[config.mk]
export PLATFORM = sky130hd
export DESIGN_NAME = i2c_scl_timing
export DESIGN_NICKNAME = d
export VERILOG_FILES = /design/src/rtl/i2c_tmg_pkg.sv /design/src/rtl/i2c_ratio_norm.sv /design/src/rtl/i2c_phase_split.sv /design/src/rtl/i2c_scl_gen.sv /design/src/rtl/i2c_scl_timing.sv
export SDC_FILE = /design/constraint.sdc
export NUM_CORES = 1
export LEC_CHECK = 0
export BUFFER_PORTS_ARGS = -buffer_cell sky130_fd_sc_hd__buf_2
export CAP_MARGIN = 40
export CORE_MARGIN = 3
export CORE_UTILIZATION = 30
export CTS_CLUSTER_SIZE = 14
export DETAILED_ROUTE_END_ITERATION = 6
export GPL_ROUTABILITY_DRIVEN = 0
export GPL_TIMING_DRIVEN = 0
export PLACE_DENSITY = 0.59
export REMOVE_ABC_BUFFERS = 1
export SLEW_MARGIN = 20
export SYNTH_ARGS = -nofsm -noshare
export SYNTH_HDL_FRONTEND = slang
export SYNTH_HIERARCHICAL = 1
export SYNTH_SLANG_ARGS = --single-unit
[constraint.sdc]
create_clock -name clk -period 3.2 [get_ports clk]
set_input_delay 0.64 -clock clk [delete_from_list [all_inputs] [get_ports clk]]
set_output_delay 0.64 -clock clk [all_outputs]
set_load 0.02 [all_outputs]
[src/rtl/i2c_tmg_pkg.sv]
// Package: shared constants and the elaboration-time encoder used for the
// reset value of the timing word. Assumes a 32-bit timing word layout.
package i2c_tmg_pkg;

    localparam int WORD_W    = 32;
    localparam int FLD_W     = 4;
    localparam int HI_LSB    = 16;
    localparam int LO_LSB    = 12;
    localparam int EXP_LSB   = 0;
    localparam logic [WORD_W-1:0] FIXED_WORD = 32'h7770_0300;
    localparam logic [WORD_W-1:0] TMO_FAST   = 32'd3;
    localparam logic [WORD_W-1:0] TMO_SLOW   = 32'd0;

    // Elaboration-time encoding of a ratio (used for the reset word only).
    function automatic logic [WORD_W-1:0] encode_ratio(input logic [31:0] r_in);
        logic [31:0] w;
        int          e;
        logic        st;
        int          red;
        int          lo;
        int          hi;
        w  = (r_in < 2) ? 32'd2 : r_in;
        e  = 0;
        st = 1'b0;
        for (int i = 0; i < 32; i++) begin
            if (w >= 32'd16) begin
                st = st | w[0];
                w  = w >> 1;
                e  = e + 1;
            end
        end
        red = int'(w) + int'(st);
        lo  = (red >> 1) - 1;
        hi  = red - lo - 2;
        if (e > 15) e = 15;
        return FIXED_WORD | (WORD_W'(hi) << HI_LSB) | (WORD_W'(lo) << LO_LSB) | WORD_W'(e);
    endfunction

endpackage

[src/rtl/i2c_ratio_norm.sv]
// Ratio normaliser: iteratively halves the accepted ratio until it fits in
// FLD_W bits, counting halvings and keeping a sticky OR of dropped bits.
// Assumes start is only raised with a ratio of at least 2; a new start
// during a run restarts it. Emits a one-cycle done with the result.
module i2c_ratio_norm #(
    parameter int RATIO_W = 32,
    parameter int FLD_W   = 4,
    parameter int CNT_W   = $clog2(RATIO_W) + 1
) (
    input  logic               clk,
    input  logic               rst_n,
    input  logic               start,
    input  logic [RATIO_W-1:0] ratio_in,
    output logic               done,
    output logic [FLD_W:0]     red,
    output logic [CNT_W-1:0]   exp_out
);
    localparam logic [RATIO_W-1:0] THRESH = RATIO_W'(1) << FLD_W;

    logic [RATIO_W-1:0] work;
    logic [CNT_W-1:0]   exp_c;
    logic               sticky;
    logic               busy;

    // Shift-and-count sequencer with sticky round-up, result on completion.
    always_ff @(posedge clk) begin
        if (!rst_n) begin
            work    <= '0;
            exp_c   <= '0;
            sticky  <= 1'b0;
            busy    <= 1'b0;
            done    <= 1'b0;
            red     <= '0;
            exp_out <= '0;
        end else begin
            done <= 1'b0;
            if (start) begin
                work   <= ratio_in;
                exp_c  <= '0;
                sticky <= 1'b0;
                busy   <= 1'b1;
            end else if (busy) begin
                if (work >= THRESH) begin
                    work   <= work >> 1;
                    exp_c  <= exp_c + 1'b1;
                    sticky <= sticky | work[0];
                end else begin
                    red     <= {1'b0, work[FLD_W-1:0]} + {{FLD_W{1'b0}}, sticky};
                    exp_out <= exp_c;
                    done    <= 1'b1;
                    busy    <= 1'b0;
                end
            end
        end
    end
endmodule

[src/rtl/i2c_phase_split.sv]
// Phase splitter and packer: derives low/high phase counts from the reduced
// ratio, saturates the exponent to the field width, and builds the word.
// Assumes red is between 2 and 2**FLD_W inclusive. Purely combinational.
module i2c_phase_split
    import i2c_tmg_pkg::*;
#(
    parameter int CNT_W = 6
) (
    input  logic [FLD_W:0]      red,
    input  logic [CNT_W-1:0]    exp_in,
    output logic [WORD_W-1:0]   word
);
    localparam logic [CNT_W-1:0] EXP_MAX = CNT_W'((1 << FLD_W) - 1);

    logic [FLD_W:0]   low_w;
    logic [FLD_W:0]   high_w;
    logic [FLD_W-1:0] exp_sat;

    // Split period into phases and pack them beside the fixed fields.
    always_comb begin
        low_w   = (red >> 1) - {{FLD_W{1'b0}}, 1'b1};
        high_w  = red - low_w - (FLD_W+1)'(2);
        exp_sat = (exp_in > EXP_MAX) ? EXP_MAX[FLD_W-1:0] : exp_in[FLD_W-1:0];
        word    = FIXED_WORD
                | (WORD_W'(high_w[FLD_W-1:0]) << HI_LSB)
                | (WORD_W'(low_w[FLD_W-1:0])  << LO_LSB)
                | (WORD_W'(exp_sat)           << EXP_LSB);
    end
endmodule

[src/rtl/i2c_scl_gen.sv]
// SCL phase generator: a 2**exp prescaler makes base ticks; SCL is held low
// for low+1 ticks and high for high+1 ticks. Restarts in the low phase on
// restart or when enable rises; idles high while disabled. Field inputs
// are assumed stable except at restart.
module i2c_scl_gen #(
    parameter int FLD_W = 4,
    parameter int PRE_W = (1 << FLD_W) - 1
) (
    input  logic             clk,
    input  logic             rst_n,
    input  logic             en,
    input  logic             restart,
    input  logic [FLD_W-1:0] low_cnt,
    input  logic [FLD_W-1:0] high_cnt,
    input  logic [FLD_W-1:0] exp_in,
    output logic             scl,
    output logic             tick
);
    logic [PRE_W:0]   one_sh;
    logic [PRE_W:0]   lim_w;
    logic [PRE_W-1:0] pre_lim;
    logic [PRE_W-1:0] pre_cnt;
    logic [FLD_W-1:0] ph_cnt;
    logic [FLD_W-1:0] ph_lim;
    logic             armed;

    // Prescaler limit and the phase length for the current level.
    always_comb begin
        one_sh  = (PRE_W+1)'(1) << exp_in;
        lim_w   = one_sh - (PRE_W+1)'(1);
        pre_lim = lim_w[PRE_W-1:0];
        ph_lim  = scl ? high_cnt : low_cnt;
    end

    // Prescaler, phase counter and SCL toggle with its tick strobe.
    always_ff @(posedge clk) begin
        if (!rst_n || !en) begin
            scl     <= 1'b1;
            tick    <= 1'b0;
            armed   <= 1'b0;
            pre_cnt <= '0;
            ph_cnt  <= '0;
        end else if (restart || !armed) begin
            scl     <= 1'b0;
            tick    <= 1'b0;
            armed   <= 1'b1;
            pre_cnt <= '0;
            ph_cnt  <= '0;
        end else begin
            tick <= 1'b0;
            if (pre_cnt == pre_lim) begin
                pre_cnt <= '0;
                if (ph_cnt == ph_lim) begin
                    ph_cnt <= '0;
                    scl    <= ~scl;
                    tick   <= 1'b1;
                end else begin
                    ph_cnt <= ph_cnt + 1'b1;
                end
            end else begin
                pre_cnt <= pre_cnt + 1'b1;
            end
        end
    end
endmodule

[src/rtl/i2c_scl_timing.sv]
// Top: accepts a divider ratio on load, encodes it into the timing word over
// a few cycles, registers the word with the speed-mode outputs, and drives
// the SCL generator from the word's fields. Zero ratios are dropped;
// a ratio of 1 is raised to 2.
module i2c_scl_timing
    import i2c_tmg_pkg::*;
#(
    parameter int          RATIO_W     = 32,
    parameter logic [31:0] RESET_RATIO = 32'd16
) (
    input  logic               clk,
    input  logic               rst_n,
    input  logic               load,
    input  logic [RATIO_W-1:0] ratio,
    input  logic               fast_req,
    input  logic               en,
    output logic [WORD_W-1:0]  timing_word,
    output logic [WORD_W-1:0]  tmo_word,
    output logic               hs_mode,
    output logic               scl,
    output logic               phase_tick
);
    localparam int CNT_W = $clog2(RATIO_W) + 1;
    localparam logic [WORD_W-1:0] RESET_WORD = encode_ratio(RESET_RATIO);

    logic               accept;
    logic [RATIO_W-1:0] ratio_adj;
    logic               fast_pend;
    logic               nrm_done;
    logic [FLD_W:0]     nrm_red;
    logic [CNT_W-1:0]   nrm_exp;
    logic [WORD_W-1:0]  new_word;
    logic               upd_q;

    // Load qualification and the minimum-ratio adjustment.
    always_comb begin
        accept    = load && (ratio != '0);
        ratio_adj = (ratio == RATIO_W'(1)) ? RATIO_W'(2) : ratio;
    end

    i2c_ratio_norm #(.RATIO_W(RATIO_W), .FLD_W(FLD_W), .CNT_W(CNT_W)) u_norm (
        .clk      (clk),
        .rst_n    (rst_n),
        .start    (accept),
        .ratio_in (ratio_adj),
        .done     (nrm_done),
        .red      (nrm_red),
        .exp_out  (nrm_exp)
    );

    i2c_phase_split #(.CNT_W(CNT_W)) u_split (
        .red    (nrm_red),
        .exp_in (nrm_exp),
        .word   (new_word)
    );

    // Capture the speed request and commit word and mode on completion.
    always_ff @(posedge clk) begin
        if (!rst_n) begin
            fast_pend   <= 1'b0;
            timing_word <= RESET_WORD;
            tmo_word    <= TMO_SLOW;
            hs_mode     <= 1'b0;
            upd_q       <= 1'b0;
        end else begin
            if (accept) fast_pend <= fast_req;
            upd_q <= nrm_done;
            if (nrm_done) begin
                timing_word <= new_word;
                hs_mode     <= fast_pend;
                tmo_word    <= fast_pend ? TMO_FAST : TMO_SLOW;
            end
        end
    end

    i2c_scl_gen #(.FLD_W(FLD_W)) u_gen (
        .clk      (clk),
        .rst_n    (rst_n),
        .en       (en),
        .restart  (upd_q),
        .low_cnt  (timing_word[LO_LSB +: FLD_W]),
        .high_cnt (timing_word[HI_LSB +: FLD_W]),
        .exp_in   (timing_word[EXP_LSB +: FLD_W]),
        .scl      (scl),
        .tick     (phase_tick)
    );
endmodule

# == After elaboration in Yosys (flattened, before gate mapping) ==
# Index checks and enable logic that the tools add are counted.
# word_totals
register_bits,141
mem_count,0
wordCells,76
mem_bits_rw,0
latch_bits,0
out_inout_bits,67
romBits,0
# classes
reduce_logical,20
n_lt_le_gt_ge,2
muxes,16
eq_ne,3
add_sub_neg,8
bitwise_logic,9
n_shift,1
mul,0
div_mod_pow,0
# op_table
operator,count
$mux 32,4
$eq 32x1->1 const B,1
$ge 32x5->1 const B,1
$reduce_bool 32->1,1
$or 31x16->31,1
$or 31x4->31,1
$add 15x1->15 const B,1
$eq 15x15->1,1
$shl 1x4->15 const A,1
$sub 15x1->15 const B,1
$mux 4,3
$reduce_or 3->1,3
$mux 1,8
$reduce_bool 2->1,4
$add 6x1->6 const B,1
$gt 6x4->1 const B,1
$not 1->1,6
$reduce_and 2->1,3
$add 4x1->5,1
$add 4x1->4 const B,1
$eq 4x4->1,1
$reduce_or 2->1,2
$sub 4x1->4 const B,1
$sub 4x2->4 const B,1
other kinds (7),10

# == Longest topological paths before layout ==
# Gate-level depths: netlist of run 1.
# logic_depth
ltp_word,5
mapped_depth,14
ltp_nobuf,10

# == Hierarchy ==
# The synthesis of run 1 kept the hierarchy.
# modules_own_cells
mod,cells_each,area_per_inst_um2,n_inst
i2c_ratio_norm,255,2339.7,1
i2c_scl_timing,192,1725.4,1
i2c_scl_gen,210,1691.6,1
i2c_phase_split,46,352.8,1

# == Worst setup path before layout of run 1 ==
# No wires, ideal clock.
# synth_timing
kind,register -> register
startpoint,register timing_word[1]
endpoint,register u_gen.pre_cnt[12]
setup_time_ns,0.115
stages_incl_launch_ff,13
setup_slack_ns,0.369
n_path_buf,3
period_less_slack_ns,2.831
t_required_ns,3.085
arrival_ns,2.717
path_cell_list,dfxtp_1 -> buf_6 -> or4_4 -> ha_1 -> buf_2 -> and3_1 -> a311oi_1 -> o311ai_1 -> or2_2 -> nor2_2 -> a21o_4 -> buf_6 -> nor2_1
# synth_via
elab_chain_len,4
# synth_lines
element,line,rtl
start: declaration,i2c_scl_timing.sv:17,"output logic [WORD_W-1:0] timing_word,"
start signal: assignment,i2c_scl_timing.sv:69,timing_word <= new_word;
$shl 1x4->15,i2c_scl_gen.sv:29,one_sh = (PRE_W+1)'(1) << exp_in;
$sub 15x1->15,i2c_scl_gen.sv:30,lim_w = one_sh - (PRE_W+1)'(1);
$eq 15x15->1,i2c_scl_gen.sv:51,if (pre_cnt == pre_lim) begin
$reduce_or 3->1 (no line),n/a,
end signal: assignment,i2c_scl_gen.sv:61,pre_cnt <= pre_cnt + 1'b1;
end: declaration,i2c_scl_gen.sv:22,logic [PRE_W-1:0] pre_cnt;
# No other way between the ends.
# A chain may end at the register's enable or synchronous reset.

# == Worst setup path after layout of run 1 ==
# layout_timing
startpoint,register timing_word[3]
endpoint,register u_gen.ph_cnt[3]
# layout_via
elab_chain_len,3
# layout_lines
element,line,rtl
$shl 1x4->15,i2c_scl_gen.sv:29,
$sub 15x1->15,i2c_scl_gen.sv:30,
$eq 15x15->1,i2c_scl_gen.sv:51,
end signal: assignment,i2c_scl_gen.sv:58,ph_cnt <= ph_cnt + 1'b1;
end: declaration,i2c_scl_gen.sv:23,logic [FLD_W-1:0] ph_cnt;
# No other way between the ends.

==> summary.md, run 1 <==
| Metric | Value |
|---|---|
| Die Width | between 100 and 150 µm |
| Required @ worst endpoint | between 3 and 4 ns |
| CP endpoint kind | flop |
| Largest net degree at the start of global routing | 73 |
| Dominant delay contributor by cell family on the critical path | simple AND/OR/NAND/NOR gates |
| Fraction of final layout cells with drive strength greater than 1 | 0.199 |
| Number of distinct standard cells referenced by the synthesized netlist | 77 |
| Maximum vdd ir drop | roughly 220 µV |
| Via count of the first global-routing pass | ~4000 |
| Hold Slack | approximately 0.45 ns |
| Critical Path AT | 3.29 ns |
| Largest incremental delay on the critical path | about 0.6 ns |
| R2r worst-path depth | 9 |
| Final wirelength | between 10000 and 15000 µm |
| Predominant post-synthesis flop cell | dfxtp_1 |
| Worst setup SP type | flop |
| Number of max-capacitance violations reported | 0 |
| CP cell instances | or4_4 -> ha_4 -> or3b_1 -> a211o_1 -> o211ai_2 -> o221ai_2 -> nor3_4 -> nand3_2 -> o32ai_2 |
| Unrepaired setup endpoints after global routing | false |
| Post-synth top area cell | dfxtp_1 |
| Async set or reset register ratio after synthesis | 0 |
| Initial antenna violation count | 0 |
| TritonCTS Buffers | 9 |
| Root cell of the clock tree | clkbuf_16 |
| Clock Latency Late Sink | approximately 0.37 ns |
| Total I/O pin count | 104 |
| Clock Sink Count | about 110 |
| Area share of the leading cell type in the synthesized netlist | 0.357 |
| Sequential fraction of the synthesis area | 0.357 |
| CTS tree | built |
| Critical path class | flop to flop |
| Area of the core | 0.0197 mm² |
| Syn. warnings | 6 |
| Number of stages on the worst setup path | 9 |
| CP bufs+invs | 0 |
| Clock-pin slew of the registers on the worst-case setup and hold paths | roughly 0.080 ns |
| Overall global routing resource usage | 0.109 |
| Result of the run | finished clean |
| Type of the worst min-delay path | flop to flop |
| Amount of wire on met2 after detailed routing | about 5500 µm |
| Router iterations before antenna repair | 4 |
| Quantity of I/O buffers inserted on ports | 73 |
| Mapped Cells | ~700 |
| Full die area | roughly 0.022 mm² |
| Tightest slew margin relative to the limit | 0.435 |
| DP HPWL | 8530 µm |
| Critical-path maximum fanout | 24 |
| Static leakage power | 2.62 nW |
| Main area contributors after synthesis | dfxtp_1 36%, mux2i_1 7.5%, buf_4 7.1% |
| Routed met1 length | between 6000 and 7000 µm |
| Total of endpoints with negative setup slack in the final report | 0 |
| Routed length on met3 | 496 µm |
| Number of fill cells in the layout | slightly above 2000 |
| Worst slew pin tran | about 0.84 ns |
| Initial DRC count | around 210 |
| Hold depth | 2 |
| Upper clock frequency limit | 332 MHz |
| Final antenna diode count | 0 |
| Sum Neg Setup Slack | 0 ns |
| Maximum clock insertion buffer count | 2 |
| Post-route antenna net violation count | 0 |
| Y dimension of the die | approximately 150 µm |
| Synthesis-to-layout area growth | 9.85% |
| Pwr Density | 426 mW/mm² |
| Final worst-path cycle share | 0.942 |
| # rows | between 50 and 60 |
| Final hold violations | 0 |
| Worst Clk Skew | between 0.015 and 0.02 ns |
| DRC errors left | 0 |
| Count of pins over their slew limit | 0 |
| Synthesis-stage register bit count | between 100 and 150 |
| Slowest library cell on the worst path | or4_4 |
| Starting density of the core | 0.310 |
| Max H-tree Level | 3 |
| First-pass GRT wire length | between 15000 and 20000 µm |
| Final Net Count | around 770 |
| Routed via count divided by cell count | 4.65 |
| Total grt overflow | 0 |
| Tmin final | 3.02 ns |
| Number of synthesized flops with an enable pin | 0 |
| WL per Instance | around 12 µm |
| Highest metal layer with signal wires | met4 |
| Post-synthesis instance area | slightly above 0.006 mm² |
| Total number of vias | roughly 4600 |
| Mean cell area of the mapped netlist | around 8.7 µm² |
## metal layers
layer / track usage / up-vias
li1: - / 2362
met1: 0.154 / 2143
met2: 0.163 / 82
met3: 0.0286 / 11
met4: 0.0346 / 0
met5: 0 / -
## final timing paths
path | start | endpoint | slack, ns
max | timing_word[3] | u_gen/ph_cnt[3] | 0.18
min | u_norm/exp_out[1] | u_norm/exp_out[1] | 0.45
max reg2reg | timing_word[3] | u_gen/ph_cnt[3] | 0.18
min reg2reg | u_norm/exp_out[1] | u_norm/exp_out[1] | 0.45
## registers in the layout, summed over array words and instances (netlist names)
| signal | cells |
|---|---|
| u_gen/ph_cnt | 4 |
| fast_pend | 1 |
| u_norm/exp_out | 6 |
| u_norm/exp_c | 6 |
| u_norm/sticky | 1 |
| u_norm/done | 1 |
| u_gen/scl | 1 |
| u_gen/pre_cnt | 15 |
| u_gen/armed | 1 |
| upd_q | 1 |
| timing_word | 32 |
| tmo_word | 1 |
| u_gen/tick | 1 |
| u_norm/busy | 1 |
| u_norm/red | 5 |
| u_norm/work | 32 |
## stage by stage
step | area [µm²] | instances | utilization | total power, mW | setup slack, ns
4_1_cts | 6660 | 985 | 0.338 | 2.90 | 0.0250
5_1_grt | 6710 | 989 | 0.340 | 2.99 | 0.0249
6_report | 6710 | 989 | 0.340 | 2.86 | 0.184
3_3_place_gp | 6230 | 963 | 0.316 | 1.67 | -0.874
2_1_floorplan | 5540 | 625 | - | 1.59 | 0.0785
3_5_place_dp | 6330 | 969 | 0.321 | 1.68 | -0.337
## final cells by class
type,count,area [µm²],share of cell area
clock buffers,9,225,0.0336
inverters,24,93.8,0.0140
multi-input cells,492,3280,0.489
well taps,265,332,0.0494
clock inverters,7,100,0.0149
repair buffers,83,488,0.0727
flip-flops and latches,109,2190,0.326
## synthesized netlist by cell type, types with 2 or more instances
library cell and number:
nor3b_1 2, nand4_1 4, nor2_1 51, buf_4 58
o211a_1 6, or3_1 7, nor4_4 2, buf_6 5
or2_2 3, buf_1 2, o21ai_2 10, a211oi_1 2
a221oi_1 23, xnor2_1 18, nor2b_1 19, nand3b_1 2
nor3_1 3, conb_1 3, nand3_2 2, o21a_1 2
nand2_1 54, dfxtp_1 109, nor4_1 14, a21oi_1 19
nand3_1 24, clkbuf_1 47, and2_1 5, a21o_1 2
buf_2 11, o211ai_2 2, a21boi_0 2, nand2b_1 2
mux2i_1 46, xor2_1 13, and3_1 13, inv_1 24
o211ai_1 3, ha_1 11, o21ai_0 36, o21bai_1 2
nor4_2 4
## kinds of logic after synthesis
family | count (synthesis) | synth area share
AO/OA/AOI/OAI | 129 | 0.156
XOR/XNOR | 32 | 0.0481
adder cells (fa/ha/maj) | 12 | 0.0258
buffers and inverters | 149 | 0.137
flip-flops | 109 | 0.357
multiplexers | 46 | 0.0754
other | 3 | 0.00184
AND/OR/NAND/NOR | 223 | 0.198
## worst min-delay path: stages, from the launching register on
cell and delay (ns):
dfxtp_1 0.31, nand2_1 0.06, o21ai_2 0.04
## cell usage in the layout (no fill, tap or decap), drive strengths merged, types with 7 or more instances in the layout
master	netlist	routed
nand3	26	26
nor4	20	20
inv	24	26
nand2	54	54
mux2i	46	46
or3	7	7
dfxtp	109	109
xnor2	18	18
conb	3	50
a21oi	19	19
xor2	13	13
clkbuf	49	9
and3	13	13
buf	76	83
nor2b	19	19
ha	11	11
o21ai	47	47
a221oi	24	24
nor2	52	52
## timing repair
item / in CTS / in global routing
endpoints found under the setup margin: 21 / 35
pin swaps: 0 / 1
setup buffers: 0 / 4
resized for setup: 2 / 6
hold buffers: 0 / 0
## power breakdown
group | switching [mW] | total (mW) | internal (mW)
clock network | 0.571 | 1.20 | 0.634
registers | 0.0437 | 1.43 | 1.39
logic | 0.135 | 0.218 | 0.0830
total | 0.750 | 2.86 | 2.11
No activity file was read; power rests on OpenSTA's default activity.
==> run 2: changes to the inputs <==
- ABC_AREA: not set -> 1
==> run 2 against run 1 <==
  * Clock-buffer cell count increased by 1
  * Sequential share of layout area fell by 1.9 points
  * Worst hold slack worse by 0.0018 ns
  * Final cell count is 35% higher
  * Die area up 6.5%
  * Core utilization fell by 0.53 points
  * Sequential cell count unchanged
  * Critical path type is now input pin to flop
  * Highest routed layer unchanged
==> summary.md, run 2 <==
| Metric | Value |
|---|---|
| Result of the run | finished clean |
| Slowest library cell on the worst path | nand2_1 |
| Area of all placed cells without fillers | roughly 0.0071 mm² |
| Share of power burned in registers | 0.479 |
| Sequential fraction of the synthesis area | 0.334 |
| Final setup slack of the worst path | 0.243 ns |
| Leading post-synthesis cells by instance count | 312 x nand2_1, 136 x nor2_1, 120 x nand3_1, 109 x dfxtp_1, 91 x inv_1 |
| Internal cell power | 2.19 mW |
| Total of endpoints with negative setup slack in the final report | 0 |
| # rows | 53 |
| Worst setup SP type | input pin |
| Post-route antenna net violation count | 0 |
| Final worst-path cycle share | 0.924 |
| Pwr Density | roughly 420 mW/mm² |
| Quantity of I/O buffers inserted on ports | 73 |
| DRC errors left | 0 |
| Clock Latency Late Sink | about 0.35 ns |
| Worst Hold Launch | timing_word[28] |
| CTS tree | built |
| Predominant post-synthesis flop cell | dfxtp_1 |
| Post-synth top area cell | dfxtp_1 |
| Reg2reg end | u_gen/ph_cnt[1] |
| Upper clock frequency limit | 338 MHz |
| Startpoint of the worst-slack reg-to-reg timing path | timing_word[1] |
| Tightest slew margin relative to the limit | 0.515 |
| Full die area | 0.0236 mm² |
| Placement Cell Area | 0.00676 mm² |
| Hold buffer count at CTS | 0 |
| Initial antenna violation count | 0 |
| Largest incremental delay on the critical path | approximately 0.41 ns |
| Synthesis-stage register bit count | around 110 |
| Final hold violations | 0 |
| Hold Slack | roughly 0.45 ns |
| Most common library cell in the layout ignoring fill and taps | nand2_1 |
| Number of distinct standard cells referenced by the synthesized netlist | 35 |
| Most frequent cells in the layout | 312 x nand2_1, 135 x nor2_1, 119 x nand3_1 |
| First-pass GRT wire length | around 25000 µm |
| Type of the worst min-delay path | flop to flop |
| Mean cell area of the mapped netlist | roughly 6.3 µm² |
| Critical Path AT | about 3.2 ns |
| Via count of the first global-routing pass | roughly 5200 |
| Initial DRC count | about 330 |
| Critical path class | input pin to flop |
| Maximum clock insertion buffer count | 2 |
| Largest net degree at the start of global routing | 87 |
| Crit-path most repeated cell | nand2_1 |
| TritonCTS Buffers | 9 |
| Router iterations before antenna repair | 5 |
| Clock-pin slew of the registers on the worst-case setup and hold paths | 0.07 ns |
| CP endpoint kind | flop |
| Most frequent cell after synthesis | nand2_1 |
| Fraction of final layout cells with drive strength greater than 1 | 0.122 |
| Total grt overflow | 0 |
| R2r worst-path depth | 15 |
| Unrepaired setup endpoints after global routing | false |
| Final Net Count | ~1100 |
| Maximum vdd ir drop | 270 µV |
| Number of synthesized flops with an enable pin | 0 |
| Y dimension of the die | between 150 and 200 µm |
| Worst Clk Skew | 0.00370 ns |
| Required @ worst endpoint | between 3 and 4 ns |
| Critical-path maximum fanout | 37 |
| Starting density of the core | 0.307 |
| Static leakage power | around 3.5 nW |
| Number of max-capacitance violations reported | 0 |
| Worst Hold Path EP | timing_word[28] |
| Power, Total | 2.97 mW |
| Post-synthesis instance area | between 0.006 and 0.007 mm² |
| Pre-CTS worst setup slack | -0.681 ns |
| Net switching fraction of the power | 0.264 |
| Net Switching | between 700 and 800 µW |
| Synthesis-to-layout area growth | 8.97% |
| WL per Instance | 10.9 µm |
| Max H-tree Level | 3 |
| Final antenna diode count | 0 |
| DP HPWL | ~10000 µm |
| Die Width | approximately 150 µm |
| Area of the core | roughly 0.021 mm² |
| Total I/O pin count | roughly 100 |
| Hold depth | 2 |
| CP cell instances | buf_2 -> nor2_1 -> nand2_1 -> nor2_2 -> nand2_1 -> nor2_1 -> nor2_4 -> buf_16 -> inv_4 -> nand2_1 -> nand2_4 -> inv_2 -> nand3_1 -> nand2_1 |
| Root cell of the clock tree | clkbuf_16 |
| Total number of vias | 5891 |
| Mapped Cells | 1041 |
| Clock network fraction of design power | 0.405 |
| Worst slew pin tran | 0.725 ns |
| Async set or reset register ratio after synthesis | 0 |
| Routed via count divided by cell count | between 4 and 5 |
| Count of pins over their slew limit | 0 |
| Overall global routing resource usage | 0.122 |
| Clock Sink Count | between 100 and 150 |
| Area share of the leading cell type in the synthesized netlist | 0.334 |
| Final wirelength | around 15000 µm |
| Main area contributors after synthesis | dfxtp_1 33%, nand2_1 18%, nand3_1 9.2% |
| Portion of total power attributed to combinational logic | 0.116 |
| Tmin final | roughly 3.0 ns |
| Syn. warnings | 6 |
| Largest registers in the final layout | timing_word (32), u_norm/work (32), u_gen/pre_cnt (15) |
| Register-to-register setup slack | around 0.65 ns |
run 2: cell types whose count changed after synthesis, sizes merged, moves of 17 or more:
cell	previous run	this run
nand2	54	320
inv	24	101
nand3	26	121
nor2	52	149
nor2b	19	0
a221oi	24	0
mux2i	46	0
nor4	20	3
run 2: per-layer routing:
layer  up-vias  track usage  routed length [µm]
met1      2615        0.164                7100
li1       3144            -                   -
met2       117        0.201                6550
met3        15       0.0229                 707
met5         -            0                   0
met4         0       0.0345                 210
run 2: kinds of logic after synthesis:
group | share of synthesized area
adders and majority gates | 0.0242
xor gates and xnor gates | 0.0268
and+or+nand+nor | 0.394
AOI/OAI and AO/OA | 0.0518
other | 0.00173
DFF | 0.334
buffers and inverters | 0.167
run 2: final cells by class:
cell class,count,area [µm²]
Fill cell,2357,14100
Multi-Input combinational cell,759,3450
Sequential cell,109,2180
Timing Repair Buffer,76,438
Inverter,101,382
Tap cell,275,344
Clock buffer,10,229
Clock inverter,6,86.3
run 2: worst max-delay path by stage:
stage / slack, ns / to / depth (start not counted) / start
global route: 0.03 / u_norm/work[12] / 14 / ratio[26]
finish: 0.24 / u_norm/work[16] / 14 / ratio[14]
global placement: -2.78 / u_norm/work[20] / 13 / ratio[28]
floorplan: -0.76 / u_norm/work[10] / 12 / ratio[6]
detailed placement: -0.68 / u_norm/work[20] / 14 / ratio[14]
CTS: 0.22 / u_norm/work[12] / 14 / ratio[14]
run 2: what timing repair did:
action	CTS	global route
setup endpoints to repair	21	0
gates resized for setup	3	0
setup buffers	0	0
run 2: worst max-delay path: cells and delay by family:
kind | cells | cell delay [ns]
buffers and inverters | 4 | 0.84
and+or+nand+nor | 10 | 1.69
run 2: power groups by stage:
stage	combinational [mW]	clock (mW)	sequential, mW
final	0.343	1.20	1.42
after floorplan	0.227	0	1.45
after global placement	0.330	0	1.45
after CTS	0.341	1.25	1.42
after global routing	0.391	1.29	1.43
after detailed placement	0.337	0	1.45
run 2: stage by stage:
step	instances	TNS (ns)	util
2_1_floorplan	969	-25.15	-
3_3_place_gp	1317	-111.38	0.316
3_5_place_dp	1319	-15.28	0.318
4_1_cts	1335	0	0.334
5_1_grt	1336	0	0.335
6_report	1336	0	0.335
==> run 3: changes to the inputs <==
- CORE_ASPECT_RATIO: not set -> 1.1
- CORE_UTILIZATION: 30 -> 50
- PLACE_DENSITY: 0.59 -> 0.77
==> run 3 against run 2 <==
  * Clock-buffer cell count shrank 1
  * Sequential share of layout area grew 0.58 points
  * Wire length shrank 7.6%
  * Global-route usage grew 6.5 points
  * Critical path depth is the same
  * Critical endpoint is now u_norm/work[12]
  * Largest cell class unchanged
==> summary.md, run 3 (synthesis gave the netlist of run 2 again) <==
| Metric | Value |
|---|---|
| Clock-pin slew of the registers on the worst-case setup and hold paths | about 0.070 ns |
| Share of power burned in registers | 0.471 |
| CTS tree | built |
| Total I/O pin count | between 100 and 150 |
| Router iterations before antenna repair | 5 |
| Worst setup SP type | input pin |
| Final wirelength | around 13000 µm |
| Static leakage power | between 3 and 4 nW |
| Clock Sink Count | approximately 110 |
| Final worst-path cycle share | 0.879 |
| Full die area | roughly 0.014 mm² |
| CP endpoint kind | flop |
| Total grt overflow | 0 |
| DP HPWL | 9590 µm |
| DRC errors left | 0 |
| Fraction of final layout cells with drive strength greater than 1 | 0.123 |
| Starting density of the core | 0.514 |
| WL per Instance | between 10 and 15 µm |
| Upper clock frequency limit | roughly 360 MHz |
| Unrepaired setup endpoints after global routing | false |
| Total of endpoints with negative setup slack in the final report | 0 |
| Critical path class | input pin to flop |
| Number of placed instances, taps included | 1202 |
| Routed length on met3 | 593 µm |
| Worst Clk Skew | between 0.01 and 0.015 ns |
| Count of pins over their slew limit | 0 |
| Result of the run | finished clean |
| Initial DRC count | slightly below 400 |
| Clock Latency Late Sink | 0.36 ns |
| Post-route antenna net violation count | 0 |
| TritonCTS Buffers | 9 |
| Routed via count divided by cell count | ~4.8 |
| Number of max-capacitance violations reported | 0 |
| Critical Path AT | 3.06 ns |
| Worst slew pin tran | slightly above 0.8 ns |
| Largest registers in the final layout | timing_word (32), u_norm/work (32), u_gen/pre_cnt (15) |
| Max H-tree Level | 3 |
| Quantity of I/O buffers inserted on ports | between 70 and 80 |
| Power, Total | between 3 and 4 mW |
| Final Net Count | between 1000 and 1500 |
| Clock network fraction of design power | 0.417 |
| Total number of vias | slightly below 6000 |
| Post-CTS setup repair buffer count | 0 |
| Overall global routing resource usage | 0.187 |
| Final antenna diode count | 0 |
| Pwr Density | 433 mW/mm² |
| Maximum vdd ir drop | 241 µV |
| First-pass GRT wire length | around 23000 µm |
| Root cell of the clock tree | clkbuf_16 |
| Largest net degree at the start of global routing | 87 |
| # rows | 43 |
| Area of the core | 0.0127 mm² |
| Y dimension of the die | ~130 µm |
| Most frequent cells in the layout | 311 x nand2_1, 135 x nor2_1, 119 x nand3_1 |
| Type of the worst min-delay path | flop to flop |
| Maximum clock insertion buffer count | 2 |
| Critical-path maximum fanout | 37 |
| Net Switching | 816 µW |
| Amount of wire on met2 after detailed routing | 6440 µm |
| Layout Cells excl Fill | ~1200 |
| Die Width | about 110 µm |
| Final hold violations | 0 |
| Initial antenna violation count | 0 |
| Net switching fraction of the power | 0.270 |
| Routed met1 length | between 6000 and 7000 µm |
| Tmin final | roughly 2.8 ns |
| Most common library cell in the layout ignoring fill and taps | nand2_1 |
| Synthesis-to-layout area growth | 6.90% |
| Highest metal layer with signal wires | met4 |
| Portion of total power attributed to combinational logic | 0.111 |
| Tightest slew margin relative to the limit | 0.464 |
| Via count of the first global-routing pass | 5247 |
| Internal cell power | roughly 2.2 mW |
| Required @ worst endpoint | approximately 3.4 ns |
| Hold buffer count at CTS | 0 |
==> run 3: worst paths after layout <==
path	start	cells past startpoint	slack (ns)	endpoint
hold reg to reg	timing_word[8]	2	0.46	timing_word[8]
setup / recovery	ratio[22]	14	0.39	u_norm/work[12]
setup reg to reg	timing_word[1]	15	0.66	u_gen/ph_cnt[1]
hold / removal	timing_word[8]	2	0.46	timing_word[8]
==> run 3: critical path: stages <==
cell	delay, ns
buf_2	0.10
nor2_1	0.09
nand2_1	0.07
nor2_1	0.15
nand2_1	0.12
nor2_1	0.20
nor2_4	0.14
buf_16	0.19
inv_4	0.31
nand3_2	0.31
nand2_4	0.32
inv_2	0.22
nand3_1	0.12
nand2_1	0.06
==> run 3: routing by layer <==
layer  track usage  vias up
met4        0.0767        0
met5             0        -
met3        0.0264       16
met2         0.308      142
li1              -     3149
met1         0.246     2589
==> run 3: through the flow <==
step           worst slack, ns  instance area [µm²]  hold WS [ns]  setup TNS [ns]   util
3_3_place_gp             -2.44                 6550         0.435          -95.84  0.516
2_1_floorplan           -0.762                 5990         0.437          -25.15      -
3_5_place_dp            -0.562                 6620         0.439          -12.39  0.521
4_1_cts                 0.0333                 6970         0.459               0  0.549
5_1_grt                  0.179                 6980         0.483               0  0.549
6_report                 0.387                 6980         0.457               0  0.549
==> run 3: layout make-up <==
cell class | instances | area (µm²)
repair buffers | 76 | 425
flip-flops and latches | 109 | 2180
clock buffers | 9 | 225
fillers | 1294 | 5720
clock inverters | 7 | 114
inverters | 101 | 382
well taps | 157 | 196
multi-input cells | 759 | 3450
==> run 3: what timing repair did <==
| action | 4_1_cts | 5_1_grt |
|---|---|---|
| gates resized for setup | 2 | 3 |
| gates cloned | 0 | 0 |
| setup endpoints to repair | 19 | 24 |
==> run 3: power by group through the flow <==
stage,sequential (mW),combinational [mW],clock [mW]
final,1.42,0.336,1.26
after floorplan,1.45,0.227,0
after global routing,1.43,0.386,1.35
after detailed placement,1.45,0.330,0
after global placement,1.45,0.321,0
after CTS,1.42,0.334,1.29
